==> src/rtl/pio_pkg.sv <==
package pio_pkg;

  localparam int BUS_AW = 5;
  localparam int BUS_DW = 32;

  typedef enum logic [2:0] {
    REG_LEVEL = 3'd0,
    REG_DIR   = 3'd1,
    REG_SET   = 3'd2,
    REG_CLR   = 3'd3,
    REG_RISE  = 3'd4,
    REG_FALL  = 3'd5,
    REG_STAT  = 3'd6,
    REG_ALT   = 3'd7
  } reg_sel_e;

  function automatic reg_sel_e decode_sel(input logic [BUS_AW-1:0] addr);
    return reg_sel_e'(addr[4:2]);
  endfunction

  function automatic logic word_aligned(input logic [BUS_AW-1:0] addr);
    return addr[1:0] == 2'b00;
  endfunction

endpackage

==> src/rtl/pio_sync.sv <==
module pio_sync #(
  parameter int WIDTH = 28
) (
  input  logic             clk,
  input  logic             rst_n,
  input  logic [WIDTH-1:0] async_in,
  output logic [WIDTH-1:0] sync_q,
  output logic [WIDTH-1:0] prev_q
);

  logic [WIDTH-1:0] meta_q;

  always_ff @(posedge clk or negedge rst_n) begin
    if (!rst_n) begin
      meta_q <= '0;
      sync_q <= '0;
      prev_q <= '0;
    end else begin
      meta_q <= async_in;
      sync_q <= meta_q;
      prev_q <= sync_q;
    end
  end

endmodule

==> src/rtl/pio_edge_unit.sv <==
module pio_edge_unit #(
  parameter int NPINS = 28,
  parameter int NLOW  = 11
) (
  input  logic             clk,
  input  logic             rst_n,
  input  logic [NPINS-1:0] cur,
  input  logic [NPINS-1:0] prev,
  input  logic [NPINS-1:0] rise_en,
  input  logic [NPINS-1:0] fall_en,
  input  logic             clr_we,
  input  logic [NPINS-1:0] clr_mask,
  output logic [NPINS-1:0] status_q,
  output logic [NPINS-1:0] edge_hit,
  output logic [NLOW-1:0]  irq_low,
  output logic             irq_high
);

  localparam int NHIGH = NPINS - NLOW;

  function automatic logic [NPINS-1:0] detect(
    input logic [NPINS-1:0] p, c, re, fe);
    return (~p & c & re) | (p & ~c & fe);
  endfunction

  function automatic logic [NPINS-1:0] next_status(
    input logic [NPINS-1:0] old, clr, hit);
    return (old & ~clr) | hit;
  endfunction

  logic [NPINS-1:0] clr_eff;

  assign edge_hit = detect(prev, cur, rise_en, fall_en);
  assign clr_eff  = clr_we ? clr_mask : '0;

  always_ff @(posedge clk or negedge rst_n) begin
    if (!rst_n) status_q <= '0;
    else        status_q <= next_status(status_q, clr_eff, edge_hit);
  end

  for (genvar i = 0; i < NLOW; i++) begin : g_low_irq
    assign irq_low[i] = status_q[i];
  end

  logic [NHIGH-1:0] high_bits;
  assign high_bits = status_q[NPINS-1:NLOW];
  assign irq_high  = |high_bits;

  // an edge in the clearing cycle must leave its bit set
  assert_edge_wins_R8: assert property (@(posedge clk) disable iff (!rst_n)
    (|edge_hit) |=> ((status_q & $past(edge_hit)) == $past(edge_hit)));

  // a status bit rises only because of a detected edge
  assert_no_spurious_R5: assert property (@(posedge clk) disable iff (!rst_n)
    1'b1 |=> ((status_q & ~$past(status_q) & ~$past(edge_hit)) == '0));

  // set bits stay until a write-one clear
  assert_sticky_R7: assert property (@(posedge clk) disable iff (!rst_n)
    1'b1 |=> (($past(status_q) & ~$past(clr_eff) & ~status_q) == '0));

  // the shared line rises only after an edge on a high pin
  assert_shared_source_R9: assert property (@(posedge clk) disable iff (!rst_n)
    $rose(irq_high) |-> $past(|edge_hit[NPINS-1:NLOW]));

endmodule

==> src/rtl/pio_regfile.sv <==
module pio_regfile
  import pio_pkg::*;
#(
  parameter int NPINS = 28
) (
  input  logic              clk,
  input  logic              rst_n,
  input  logic              bus_wr,
  input  logic [BUS_AW-1:0] bus_addr,
  input  logic [BUS_DW-1:0] bus_wdata,
  input  logic [NPINS-1:0]  level,
  input  logic [NPINS-1:0]  status,
  output logic [BUS_DW-1:0] bus_rdata,
  output logic [NPINS-1:0]  dir_q,
  output logic [NPINS-1:0]  out_q,
  output logic [NPINS-1:0]  rise_q,
  output logic [NPINS-1:0]  fall_q,
  output logic              stat_clr_we,
  output logic [NPINS-1:0]  stat_clr_mask
);

  localparam int PAD = BUS_DW - NPINS;

  function automatic logic [NPINS-1:0] latch_next(
    input logic [NPINS-1:0] old, s, c);
    return (old | s) & ~c;
  endfunction

  reg_sel_e         sel;
  logic             ok;
  logic [NPINS-1:0] wmask;
  logic             wr_dir, wr_set, wr_clr, wr_rise, wr_fall, wr_alt;
  logic [NPINS-1:0] alt_q;
  logic [NPINS-1:0] rd_val;
  logic             unused_wdata_hi;

  assign sel    = decode_sel(bus_addr);
  assign ok     = word_aligned(bus_addr);
  assign wmask  = bus_wdata[NPINS-1:0];
  assign unused_wdata_hi = ^bus_wdata[BUS_DW-1:NPINS];

  assign wr_dir  = bus_wr && ok && sel == REG_DIR;
  assign wr_set  = bus_wr && ok && sel == REG_SET;
  assign wr_clr  = bus_wr && ok && sel == REG_CLR;
  assign wr_rise = bus_wr && ok && sel == REG_RISE;
  assign wr_fall = bus_wr && ok && sel == REG_FALL;
  assign wr_alt  = bus_wr && ok && sel == REG_ALT;

  assign stat_clr_we   = bus_wr && ok && sel == REG_STAT;
  assign stat_clr_mask = wmask;

  always_ff @(posedge clk or negedge rst_n) begin
    if (!rst_n) begin
      dir_q  <= '0;
      out_q  <= '0;
      rise_q <= '0;
      fall_q <= '0;
      alt_q  <= '0;
    end else begin
      if (wr_dir)  dir_q  <= wmask;
      if (wr_rise) rise_q <= wmask;
      if (wr_fall) fall_q <= wmask;
      if (wr_alt)  alt_q  <= wmask;
      if (wr_set || wr_clr)
        out_q <= latch_next(out_q, wr_set ? wmask : '0, wr_clr ? wmask : '0);
    end
  end

  always_comb begin
    rd_val = '0;
    if (ok) begin
      unique case (sel)
        REG_LEVEL: rd_val = level;
        REG_DIR:   rd_val = dir_q;
        REG_SET:   rd_val = '0;
        REG_CLR:   rd_val = '0;
        REG_RISE:  rd_val = rise_q;
        REG_FALL:  rd_val = fall_q;
        REG_STAT:  rd_val = status;
        REG_ALT:   rd_val = alt_q;
        default:   rd_val = '0;
      endcase
    end
  end

  assign bus_rdata = {{PAD{1'b0}}, rd_val};

  // a set write forces the written bits high
  assert_set_high_R3: assert property (@(posedge clk) disable iff (!rst_n)
    wr_set |=> ((out_q & $past(wmask)) == $past(wmask)));

  // a clear write forces the written bits low
  assert_clr_low_R3: assert property (@(posedge clk) disable iff (!rst_n)
    wr_clr |=> ((out_q & $past(wmask)) == '0));

  // without a set or clear write the latch holds
  assert_latch_holds_R3: assert property (@(posedge clk) disable iff (!rst_n)
    !(wr_set || wr_clr) |=> $stable(out_q));

  // direction changes only on its own write
  assert_dir_holds_R2: assert property (@(posedge clk) disable iff (!rst_n)
    !wr_dir |=> $stable(dir_q));

endmodule

==> src/rtl/pio_edge_ctrl.sv <==
module pio_edge_ctrl
  import pio_pkg::*;
#(
  parameter int NPINS = 28,
  parameter int NLOW  = 11
) (
  input  logic              clk,
  input  logic              rst_n,
  input  logic              bus_wr,
  input  logic [BUS_AW-1:0] bus_addr,
  input  logic [BUS_DW-1:0] bus_wdata,
  output logic [BUS_DW-1:0] bus_rdata,
  input  logic [NPINS-1:0]  pin_in,
  output logic [NPINS-1:0]  pin_out,
  output logic [NPINS-1:0]  pin_oe,
  output logic [NLOW-1:0]   irq_pin,
  output logic              irq_shared
);

  logic [NPINS-1:0] sync_lvl, prev_lvl;
  logic [NPINS-1:0] dir_q, out_q, rise_q, fall_q;
  logic [NPINS-1:0] status_q, edge_hit, clr_mask;
  logic             clr_we;

  pio_sync #(.WIDTH(NPINS)) u_sync (
    .clk      (clk),
    .rst_n    (rst_n),
    .async_in (pin_in),
    .sync_q   (sync_lvl),
    .prev_q   (prev_lvl)
  );

  pio_regfile #(.NPINS(NPINS)) u_regs (
    .clk           (clk),
    .rst_n         (rst_n),
    .bus_wr        (bus_wr),
    .bus_addr      (bus_addr),
    .bus_wdata     (bus_wdata),
    .level         (sync_lvl),
    .status        (status_q),
    .bus_rdata     (bus_rdata),
    .dir_q         (dir_q),
    .out_q         (out_q),
    .rise_q        (rise_q),
    .fall_q        (fall_q),
    .stat_clr_we   (clr_we),
    .stat_clr_mask (clr_mask)
  );

  pio_edge_unit #(.NPINS(NPINS), .NLOW(NLOW)) u_edge (
    .clk      (clk),
    .rst_n    (rst_n),
    .cur      (sync_lvl),
    .prev     (prev_lvl),
    .rise_en  (rise_q),
    .fall_en  (fall_q),
    .clr_we   (clr_we),
    .clr_mask (clr_mask),
    .status_q (status_q),
    .edge_hit (edge_hit),
    .irq_low  (irq_pin),
    .irq_high (irq_shared)
  );

  assign pin_out = out_q;
  assign pin_oe  = dir_q;

  // the unused upper read bits stay zero
  assert_rdata_hi_zero_R10: assert property (@(posedge clk) disable iff (!rst_n)
    bus_rdata[BUS_DW-1:NPINS] == '0);

endmodule

==> config.mk <==
export PLATFORM = sky130hd
export DESIGN_NAME = pio_edge_ctrl
export DESIGN_NICKNAME = d
export VERILOG_FILES = /design/src/rtl/pio_pkg.sv /design/src/rtl/pio_sync.sv /design/src/rtl/pio_edge_unit.sv /design/src/rtl/pio_regfile.sv /design/src/rtl/pio_edge_ctrl.sv
export SDC_FILE = /design/constraint.sdc
export NUM_CORES = 1
export LEC_CHECK = 0
export ABC_CLOCK_PERIOD_IN_PS = 1400
export BUFFER_PORTS_ARGS = -buffer_cell sky130_fd_sc_hd__buf_2
export CORE_MARGIN = 2
export CORE_UTILIZATION = 42
export DETAILED_ROUTE_END_ITERATION = 8
export PLACE_DENSITY_LB_ADDON = 0.15
export SLEW_MARGIN = 30
export SYNTH_ARGS = -nofsm -noshare
export SYNTH_HDL_FRONTEND = slang
export SYNTH_SLANG_ARGS = --single-unit
==> constraint.sdc <==
create_clock -name clk -period 1.4 [get_ports clk]
set_clock_uncertainty 0.2 [all_clocks]
set_input_delay 0.07 -clock clk [delete_from_list [all_inputs] [get_ports clk]]
set_output_delay 0.07 -clock clk [all_outputs]
set_load 0.03 [all_outputs]
---- Word-level counts from Yosys, hierarchy flattened ----
Index checks and enable logic that the tools add are counted.
storage, ports and cells
  bits in registers ....................... 252
  word-level logic and storage cells ...... 47
cells by class
  equality and inequality tests ........... 7
  reduce and logical (&&, ||, !) cells .... 13
  multiplexer cells ....................... 5
  bitwise gates (word level) .............. 13
operators with widths
  operator                                        number
  one-hot mux 28 bit (7 select lines)             1
  AND 28 bit                                      6
  2-to-1 mux 28 bit                               4
  NOT 28 bit                                      4
  OR 28 bit                                       3
  OR reduction 17 bit                             1
  == test 3 bit (second input constant)           4
  logical AND 1 bit                               8
  == test 3 x 2 -> 1 bit (second input constant)  2
  == test 3 x 1 -> 1 bit (second input constant)  1
  zero test 3 bit                                 1
  zero test 2 bit                                 1
  OR reduction 2 bit                              1
  logical OR 1 bit                                1

---- Longest topological paths before layout ----
Gate-level depths: netlist of run 1.
  depth in word-level cells ............... 7
  depth in mapped cells ................... 7

---- Modules after synthesis ----
Synthesis of run 1 repeated with hierarchy kept, for this count alone.
unflattened totals
  cell total of the unflattened synthesis .. 882
  area total of the unflattened synthesis .. 10779.1 sq um
modules (own cells, without submodules)
  module         instances  sequential area each (sq um)  area an instance (sq um)  cells each
  pio_regfile    1          3503.4                        7070.5                    610
  pio_sync       1          2102.0                        2102.0                    84
  pio_edge_unit  1          700.7                         1606.5                    188

---- Worst setup path after synthesis of run 1 ----
Ideal clock, no wire load.
  path kind ............................... input -> register
  start ................................... input bus_addr[4]
  end ..................................... register u_regs.dir_q[10]
  buffers on the path ..................... 2
  required time ........................... 1075 ps
  setup time .............................. 125 ps
  stages on the path ...................... 5
  setup slack ............................. -355 ps
  arrival time ............................ 1430 ps
  cell sequence ........................... or4b_4 -> or2_1 -> buf_6 -> buf_6 -> mux2_4
between the ends
  longest elaborated chain between the ends .. 2
RTL lines
  element                 RTL line             RTL
  from (decl)             pio_edge_ctrl.sv:10  input logic [BUS_AW-1:0] bus_addr,
  == test 3 x 1 -> 1 bit  pio_regfile.sv:42    assign wr_dir = bus_wr && ok && sel == REG_DIR;
  logical AND 1 bit       pio_regfile.sv:42
  to (signal assigned)    pio_regfile.sv:60    if (wr_dir) dir_q <= wmask;
  to (decl)               pio_regfile.sv:14    output logic [NPINS-1:0] dir_q,
No other way between the ends.
A chain may end at the register's enable or synchronous reset.

---- Worst setup path in the final report of run 1 ----
  start ................................... register u_edge.status_q[26]
  end ..................................... output irq_shared
between the ends
  longest elaborated chain between the ends .. 1
RTL lines
  element                 RTL line             RTL
  from (decl)             pio_edge_unit.sv:13  output logic [NPINS-1:0] status_q,
  from (signal assigned)  pio_edge_unit.sv:38  else status_q <= next_status(status_q, clr_eff, edge_hit);
  OR reduction 17 bit     pio_edge_unit.sv:47  assign irq_high = |high_bits;
  to (decl)               pio_edge_ctrl.sv:17  output logic irq_shared
No other way between the ends.

==> results of run 1 <==
[logic make-up (layout without fill, tap and decap cells)]
family	count (synthesis)	in the layout
AOI/OAI and AO/OA	222	222
and+or+nand+nor	181	181
other	1	4
muxes	140	140
DFF	252	252
buffers and inverters	74	442
[layer usage]
metal	GRT usage	up-vias	wire [um]
li1	-	3778	-
met1	0.318	4133	13800
met2	0.390	168	15300
met3	0.0379	34	1400
met4	0.0463	0	371
met5	0	-	0
[cell usage after synthesis]
cell and number:
a221oi_1 15, nand4_1 1, dfrtp_1 252, buf_2 14
nor3b_1 1, nor2_1 30, nand2b_1 17, a31oi_1 12
buf_1 3, buf_6 5, or4b_4 1, nor4_1 3
or2_1 1, o22ai_1 15, nor2b_1 14, and3_1 2
or2_2 1, a21oi_1 82, mux2_4 20, inv_1 13
or3_1 2, nor2_2 2, or4_1 1, nor3b_4 1
mux2i_1 28, o21ai_0 56, nand3b_1 28, mux2_2 92
conb_1 1, nand3_1 1, nand2_1 75, a21o_1 29
o21bai_1 13, clkbuf_1 24, buf_4 15
[layout make-up]
type / count / area share
Sequential cell: 252 / 0.399
Multi-Input combinational cell: 547 / 0.285
Timing Repair Buffer: 382 / 0.229
Clock buffer: 39 / 0.0513
Tap cell: 324 / 0.0257
Clock inverter: 8 / 0.00729
Inverter: 13 / 0.00309
[what timing repair did]
| item | in CTS | in global routing |
|---|---|---|
| endpoints found under the hold margin | 448 | 0 |
| cloned | 2 | 3 |
| hold buffers | 83 | 0 |
| pin swaps | 34 | 26 |
| setup buffers | 21 | 20 |
| endpoints found under the setup margin | 54 | 232 |
| gates resized for setup | 130 | 127 |
[placed cells by master (no fill, tap or decap), types with 10 or more instances in the layout]
| cell | n |
|---|---|
| mux2_4 | 20 |
| o22ai_2 | 10 |
| clkbuf_16 | 30 |
| nand2b_1 | 17 |
| mux2_2 | 92 |
| nand2_1 | 74 |
| buf_2 | 78 |
| a21oi_1 | 33 |
| inv_1 | 13 |
| o21bai_1 | 13 |
| nor2b_1 | 13 |
| buf_12 | 20 |
| buf_4 | 104 |
| o21ai_0 | 47 |
| a21oi_2 | 47 |
| mux2i_1 | 22 |
| nand3b_1 | 28 |
| buf_6 | 87 |
| nor2_4 | 12 |
| a21o_1 | 29 |
| dlygate4sd3_1 | 83 |
| dfrtp_1 | 251 |
| nor2_1 | 13 |
[worst max-delay path by stage]
stage	start	endpoint	slack (ns)	depth (start not counted)
CTS	u_edge.status_q[17]	irq_shared	-0.98	5
finish	u_edge.status_q[26]	irq_shared	-0.96	4
detailed placement	u_edge.status_q[26]	irq_shared	-0.57	4
floorplan	bus_addr[4]	u_regs.dir_q[10]	-0.35	5
global route	u_edge.status_q[17]	irq_shared	-1.04	5
global placement	u_edge.status_q[26]	irq_shared	-0.57	4
[worst max-delay path: cells and delay by family, from the launching register on]
| family | cells | cell delay [ns] |
|---|---|---|
| flops | 1 | 0.42 |
| simple gates | 3 | 0.99 |
| buf+inv | 1 | 0.16 |
[state kept, by name (all words and copies together), names as in the netlist]
name and cells:
u_regs.dir_q 28, u_edge.status_q 28, u_regs.out_q 28, u_sync.prev_q 28, u_regs.rise_q 28, u_regs.alt_q 28
u_regs.fall_q 28, u_sync.sync_q 28, u_sync.meta_q 28
[per-stage QoR]
stage	total power [W]	TNS (ns)	util	std cells	hold slack, ns
floorplan	0.0116	-17.75	-	873	-0.426
detailed placement	0.0132	-81.75	0.526	1399	-0.247
global route	0.0225	-17.98	0.646	1565	0.0175
global placement	0.0131	-77.37	0.526	1399	-0.245
CTS	0.0212	-15.48	0.623	1547	0.00534
finish	0.0215	-14.94	0.646	1565	0.0138
[power by group through the flow]
stage / Clock, W / Sequential [W] / Combinational [W]
after detailed placement: 0 / 0.00914 / 0.00408
after CTS: 0.00749 / 0.00903 / 0.00470
final: 0.00734 / 0.00909 / 0.00511
after floorplan: 0 / 0.00964 / 0.00198
after global routing: 0.00780 / 0.00922 / 0.00548
after global placement: 0 / 0.00911 / 0.00402
==> flow_metrics.py, run 1 <==
metrics = {
    "clock_network": {
        "insertion_delay_ns": 0.53,
        "clk_pin_slew_ns": 0.06,
        "cts_buffers": 27,
        "cts_tree": "built",
        "htreeDepth": 1,
        "cts-root-buf": "clkbuf_16",
        "clk_path_buf_depth": 3,
        "clock_sinks": 252,
    },
    "synth": {
        "synthCells": 870,
        "ys_ff_latch": 252,
        "synthTopCellsByArea": "dfrtp_1 60%, mux2_2 9.8%, a21oi_1 3.9%",
        "ys_seq_area_frac": 0.598,
        "synthSimpleGateAreaFrac": 0.0878,
        "synth.distinct_cells": 35,
        "synth_fa_ha_area_frac": 0,
        "syn-cell-area_mm2": 0.0105,
        "synth_top_family_by_area": "multiplexers",
        "synth_xor_area_frac": 0,
        "muxShareOfSynthArea": 0.153,
        "synth_top_area_frac": 0.598,
        "synth_top_area_cell": "dfrtp_1",
        "synth_area_per_cell_um2": 12.1,
        "synth_compound_area_frac": 0.124,
        "yosys_warnings": 0,
    },
    "power": {
        "power.share.clock": 0.341,
        "p_leak_nw": 7.08,
        "peakVddDrop_v": 0.000933,
        "p_int_w": 0.0155,
        "sequentialPowerShare": 0.422,
        "pwr-share-comb": 0.237,
        "p_sw_frac": 0.281,
        "cellPowerDensity_mw_per_mm2": 1360,
        "power.switching_w": 0.00606,
    },
    "final_layout": {
        "nets": 1291,
        "seq_area_mm2": 0.00631,
        "nFillCells": 1861,
        "area_growth_pct": 49.7,
        "multiInputGateArea_mm2": 0.00449,
        "post-route-cell-area_mm2": 0.0158,
        "layout-drive-gt1-share": 0.461,
        "antenna_cells": 0,
    },
    "sta": {
        "timing.fmax_mhz": 424,
        "worst_slack_ns": -0.958,
        "tightest_slew_ns": 0.536,
        "setup_viol": 41,
        "drv_slew": 0,
        "slew_headroom": 0.643,
        "fin_crit_sh": 1.68,
        "rsz0062_at_grt": "yes",
        "final.min_clock_period_ns": 2.36,
        "hold_viol_final": 0,
    },
    "hold_path": {
        "holdPathEnd": "u_sync.meta_q[17]",
        "hp-start": "pin_in[17]",
        "hold_path.class": "input pin to flip-flop",
        "min_path_cells": 2,
    },
    "floorplan": {
        "dieWidth_um": 162,
        "io_pins": 168,
        "coreArea_mm2": 0.0245,
        "dieArea_mm2": 0.0264,
        "start_util": 0.431,
        "rows": 57,
        "die_height_um": 162,
    },
    "placement": {
        "placed_area_mm2": 0.0129,
        "io_buffers": 159,
        "dpl.hpwl_um": 19000,
        "place.gp.congestion": 0.781,
        "dpl_worst_slack_ns": -0.574,
    },
    "routing": {
        "viasPerCell": 5.18,
        "drt_wl_total_um": 30800,
        "vias": 8113,
        "firstDrtPassIters": 4,
        "avgRoutedWirePerCell_um": 19.7,
        "drc": 0,
        "drt_iter0_drc": 369,
        "drtAntennaViolNets": 0,
    },
    "grt": {
        "grt_use_total": 0.231,
        "globalRouteOverflowTotal": 0,
        "grt_max_degree": 59,
        "antenna_found_initial": 0,
        "grt_pass1_vias": 8391,
        "grt_pass1_wl_um": 47300,
    },
    "worst_setup_path": {
        "cp.arrival_ns": 2.09,
        "r2r-start": "u_regs.fall_q[22]",
        "reg2reg_slack_ns": 0.12,
        "reg2reg_to": "u_edge.status_q[22]",
        "slowest_stage": "or4_4",
        "path_class": "flip-flop to output port",
        "required_ns": 1.13,
        "endpoint_kind": "output port",
        "path_cells": "nor4_4, nand4_1, or4_4, buf_6",
        "cp-start-kind": "flip-flop",
        "reg2reg_depth": 5,
        "cp_max_fo": 2,
        "critical_path.max_stage_delay_ns": 0.47,
    },
    "flow_run": {
        "cap_violations": 0,
    },
    "run_status": {
        "violations": "setup timing",
        "status": "finished, violations left",
    },
}
Power figures use the tool's default switching activity.
==> run 2, diff against run 1 <==
SKIP_LAST_GASP = 1   (was not set)
==> flow_metrics.py, run 2 (synthesis results as in run 1) <==
metrics = {
    "worst_setup_path": {
        "path_cells": "nor4_2, buf_4, nand4_1, or4_4, buf_4",
        "path_buf_inv": 2,
        "required_ns": 1.13,
        "cp-start-kind": "flip-flop",
        "path_delay_family": "simple AND/OR/NAND/NOR gates",
        "critical_path.max_stage_delay_ns": 0.46,
        "endpoint_kind": "output port",
        "cp_max_fo": 2,
        "cpMostUsedCell": "buf_4",
        "path_class": "flip-flop to output port",
        "cp.arrival_ns": 2.10,
        "slowest_stage": "or4_4",
    },
    "grt": {
        "grt_pass1_wl_um": 47300,
        "grt_max_degree": 59,
        "grt_pass1_vias": 8390,
        "grt_use_total": 0.231,
        "antenna_found_initial": 0,
        "globalRouteOverflowTotal": 0,
    },
    "clock_network": {
        "htreeDepth": 1,
        "clk_pin_slew_ns": 0.06,
        "cts-root-buf": "clkbuf_16",
        "clk_path_buf_depth": 3,
        "cts_tree": "built",
        "clock_sinks": 252,
        "insertion_delay_ns": 0.53,
        "cts_buffers": 27,
    },
    "power": {
        "p_total_w": 0.0214,
        "power.switching_w": 0.00603,
        "pwr-share-comb": 0.235,
        "p_leak_nw": 7.07,
        "cellPowerDensity_mw_per_mm2": 1360,
        "p_sw_frac": 0.281,
        "peakVddDrop_v": 0.000932,
        "p_int_w": 0.0154,
        "sequentialPowerShare": 0.423,
        "power.share.clock": 0.342,
    },
    "final_layout": {
        "nFillCells": 1876,
        "antenna_cells": 0,
        "layout-drive-gt1-share": 0.457,
        "area_growth_pct": 49.1,
        "nets": 1294,
        "seq_area_mm2": 0.00631,
        "layout_commonest_cell": "dfrtp_1",
        "multiInputGateArea_mm2": 0.00450,
        "final_cell_mix": "252 x dfrtp_1, 122 x buf_4, 92 x mux2_2, 83 x dlygate4sd3_1, 82 x buf_2",
        "fin_cells": 1568,
    },
    "sta": {
        "timing.fmax_mhz": 421,
        "worst_slack_ns": -0.974,
        "final.min_clock_period_ns": 2.37,
        "drv_slew": 0,
        "fin_setup_tns_ns": -15.07,
        "hold-worst-slack_ns": 0.0119,
        "slew_headroom": 0.646,
        "tightest_slew_ns": 0.531,
        "rsz0062_at_grt": "yes",
        "hold_viol_final": 0,
        "fin_crit_sh": 1.70,
        "setup_viol": 60,
    },
    "placement": {
        "post-place-cells": 1399,
        "dpl_worst_slack_ns": -0.574,
        "place.gp.congestion": 0.781,
        "dpl.hpwl_um": 19000,
        "io_buffers": 159,
    },
    "floorplan": {
        "dieWidth_um": 162,
        "coreArea_mm2": 0.0245,
        "dieArea_mm2": 0.0264,
        "start_util": 0.431,
        "rows": 57,
        "io_pins": 168,
        "die_height_um": 162,
    },
    "flow_run": {
        "cap_violations": 0,
    },
    "run_status": {
        "status": "finished, violations left",
        "violations": "setup timing",
    },
    "routing": {
        "firstDrtPassIters": 4,
        "drt_iter0_drc": 373,
        "drtAntennaViolNets": 0,
        "avgRoutedWirePerCell_um": 19.5,
        "drc": 0,
        "vias": 8116,
        "viasPerCell": 5.18,
        "drt_wl_total_um": 30600,
    },
    "hold_path": {
        "hold_path.class": "input pin to flip-flop",
    },
}
==> run 2: cell types whose count changed in the layout (fill, tap and decap cells not counted), sizes merged <==
cell	change
clkbuf	+3
==> run 2: power by group through the flow <==
stage	Sequential [W]	Clock, W	Combinational [W]
floorplan	0.00964	0	0.00198
global placement	0.00911	0	0.00402
detailed placement	0.00914	0	0.00408
CTS	0.00903	0.00749	0.00468
global route	0.00919	0.00780	0.00541
finish	0.00906	0.00734	0.00504
==> run 2: final timing paths <==
| kind | slack (ns) | to | cells past startpoint | startpoint |
|---|---|---|---|---|
| hold / removal | 0.01 | u_sync.meta_q[17] | 2 | pin_in[17] |
| min in group asynchronous | 0.36 | u_sync.meta_q[18] | 3 | rst_n |
| setup / recovery | -0.97 | irq_shared | 5 | u_edge.status_q[17] |
| hold reg to reg | 0.15 | u_sync.sync_q[18] | 0 | u_sync.meta_q[18] |
| max in group asynchronous | 0.06 | u_sync.sync_q[6] | 5 | rst_n |
| setup reg to reg | 0.11 | u_edge.status_q[22] | 5 | u_regs.fall_q[22] |
==> run 2: per-stage QoR <==
step / utilization / cell area (um2)
after floorplan: - / 11000
after CTS: 0.622 / 15200
after detailed placement: 0.526 / 12900
after global placement: 0.526 / 12900
after global routing: 0.643 / 15700
final: 0.643 / 15700
==> run 2: cell type report <==
class	instances	share of cell area
inverter	13	0.00310
multi-input combinational	547	0.286
clock inverter	8	0.00732
clock buffer	39	0.0515
sequential	252	0.401
timing repair buffer	385	0.225
tap	324	0.0258
==> run 2: repair_timing <==
item	in CTS	in global routing
pin swaps	34	25
setup endpoints to repair	54	233
gates resized for setup	121	97
hold buffers	83	0
buffers inserted	21	23
endpoints found under the hold margin	448	0
cloned	2	3
==> run 2: layer usage <==
layer	vias up	track usage	share of wire
li1	3788	-	-
met5	-	0	0
met2	154	0.387	0.49
met3	38	0.0410	0.043
met4	0	0.0511	0.013
met1	4136	0.316	0.45
==> run 3, diff against run 2 <==
REMOVE_ABC_BUFFERS = 1   (was not set)
SETUP_SLACK_MARGIN = 0.2   (was not set)
SKIP_CTS_REPAIR_TIMING = 1   (was not set)
==> flow_metrics.py, run 3 (synthesis results as in run 1) <==
metrics = {
    "grt": {
        "grt_pass1_vias": 7873,
        "grt_max_degree": 48,
        "antenna_found_initial": 0,
        "grtUsageMet3": 0.0257,
        "grt_pass1_wl_um": 45300,
        "grt_use_met2": 0.357,
        "grt_busiest_layer": "met2",
        "globalRouteOverflowTotal": 0,
        "use_met1": 0.323,
        "grt_use_total": 0.221,
    },
    "placement": {
        "placed_area_mm2": 0.0126,
        "dpl.hpwl_um": 19300,
        "post-place-cells": 1407,
        "io_buffers": 159,
        "dpl_worst_slack_ns": -0.621,
        "place.gp.congestion": 0.785,
    },
    "clock_network": {
        "clk_pin_slew_ns": 0.07,
        "cts-root-buf": "clkbuf_16",
        "htreeDepth": 1,
        "cts_buffers": 28,
        "insertion_delay_ns": 0.55,
        "clk_path_buf_depth": 3,
        "cts_tree": "built",
        "clock_sinks": 252,
    },
    "run_status": {
        "violations": "hold timing, setup timing",
        "status": "finished, violations left",
    },
    "sta": {
        "final.min_clock_period_ns": 2.39,
        "hold-worst-slack_ns": -0.243,
        "hold_viol_final": 14,
        "drv_slew": 0,
        "timing.fmax_mhz": 418,
        "rsz0062_at_grt": "yes",
        "fin_crit_sh": 1.71,
        "worst_slack_ns": -0.994,
        "setup_viol": 62,
    },
    "worst_setup_path": {
        "critical_path.max_stage_delay_ns": 0.45,
        "cp_max_fo": 2,
        "slowest_stage": "or4_4",
        "reg2reg_depth": 5,
        "path_class": "flip-flop to output port",
        "cp-start-kind": "flip-flop",
        "endpoint_kind": "output port",
        "cp.arrival_ns": 2.12,
        "required_ns": 1.13,
        "path_cells": "nor4_2, buf_4, nand4_1, or4_4, buf_6",
    },
    "routing": {
        "viasPerCell": 5.24,
        "drt_iter0_drc": 385,
        "drtAntennaViolNets": 0,
        "avgRoutedWirePerCell_um": 20.2,
        "drc": 0,
        "vias": 8391,
        "drt_wl_total_um": 32300,
        "firstDrtPassIters": 5,
    },
    "floorplan": {
        "start_util": 0.431,
        "coreArea_mm2": 0.0245,
        "dieWidth_um": 162,
        "rows": 57,
        "dieArea_mm2": 0.0264,
        "io_pins": 168,
        "die_height_um": 162,
    },
    "power": {
        "p_leak_nw": 7.42,
        "cellPowerDensity_mw_per_mm2": 1390,
        "p_total_w": 0.0224,
        "peakVddDrop_v": 0.00142,
    },
    "final_layout": {
        "layout_commonest_cell": "dfrtp_1",
        "area_growth_pct": 53.2,
        "fin_cells": 1602,
        "final_cell_mix": "252 x dfrtp_1, 134 x buf_4, 95 x buf_6, 84 x dlygate4sd3_1, 72 x nand2_1",
        "nFillCells": 1803,
        "multiInputGateArea_mm2": 0.00437,
        "post-route-cell-area_mm2": 0.0162,
        "antenna_cells": 0,
        "layout-drive-gt1-share": 0.444,
        "seq_area_mm2": 0.00631,
        "nets": 1324,
    },
    "flow_run": {
        "cap_violations": 0,
    },
    "hold_path": {
        "hold_path.class": "input pin to async pin",
    },
}
## run 3: changes by cell type in the layout (fill, tap and decap cells not counted), moves of 7 or more
| cell | delta |
|---|---|
| nor2_4 | -10 |
| mux2_4 | +30 |
| mux2_2 | -30 |
| nor2_1 | +16 |
| o22ai_1 | +8 |
| buf_4 | +12 |
| buf_6 | +30 |
| a221oi_4 | -7 |
| buf_12 | +7 |
| o21ai_1 | -7 |
| buf_2 | -25 |
| o22ai_2 | -8 |
## run 3: path summary, 6_finish.rpt
check,to,slack (ns),from
max in group asynchronous,u_sync.prev_q[4],0.64,rst_n
setup / recovery,irq_shared,-0.99,u_edge.status_q[20]
min in group clk,u_sync.meta_q[16],0.01,pin_in[16]
setup reg to reg,u_edge.status_q[26],0.15,u_regs.fall_q[26]
hold / removal,u_regs.dir_q[2],-0.24,rst_n
hold reg to reg,u_sync.sync_q[0],0.14,u_sync.meta_q[0]
## run 3: cell type report
type | count | share of cell area
Clock buffer | 41 | 0.0533
Clock inverter | 11 | 0.00976
Inverter | 13 | 0.00302
Multi-Input combinational cell | 547 | 0.270
Sequential cell | 252 | 0.390
Tap cell | 324 | 0.0251
Timing Repair Buffer | 414 | 0.248
## run 3: critical path, delay by kind of cell, from the launching register on
kind                   cells  cell delay, ns
and+or+nand+nor            3            0.87
DFF                        1            0.39
buffers and inverters      2            0.32
## run 3: metrics by stage
| stage | utilization | hold WS [ns] | TNS (ns) |
|---|---|---|---|
| 2_1_floorplan | - | -0.426 | -79.95 |
| 3_5_place_dp | 0.514 | -0.267 | -99.68 |
| 3_3_place_gp | 0.514 | -0.266 | -97.44 |
| 4_1_cts | 0.556 | -0.845 | -21.26 |
| 5_1_grt | 0.661 | -0.231 | -20.62 |
| 6_report | 0.661 | -0.243 | -16.65 |
## run 3: per-layer routing
metal / up-vias / part of all wire / routed length (um)
li1: 3850 / - / -
met2: 208 / 0.49 / 15900
met4: 0 / 0.014 / 452
met5: - / 0 / 0
met3: 33 / 0.046 / 1470
met1: 4300 / 0.45 / 14500
## run 3: power breakdown
part	total [W]	internal, W	switching, W
Clock	0.00798	0.00498	0.00301
Sequential	0.00911	0.00832	0.000788
Combinational	0.00531	0.00287	0.00244
Total	0.0224	0.0162	0.00624
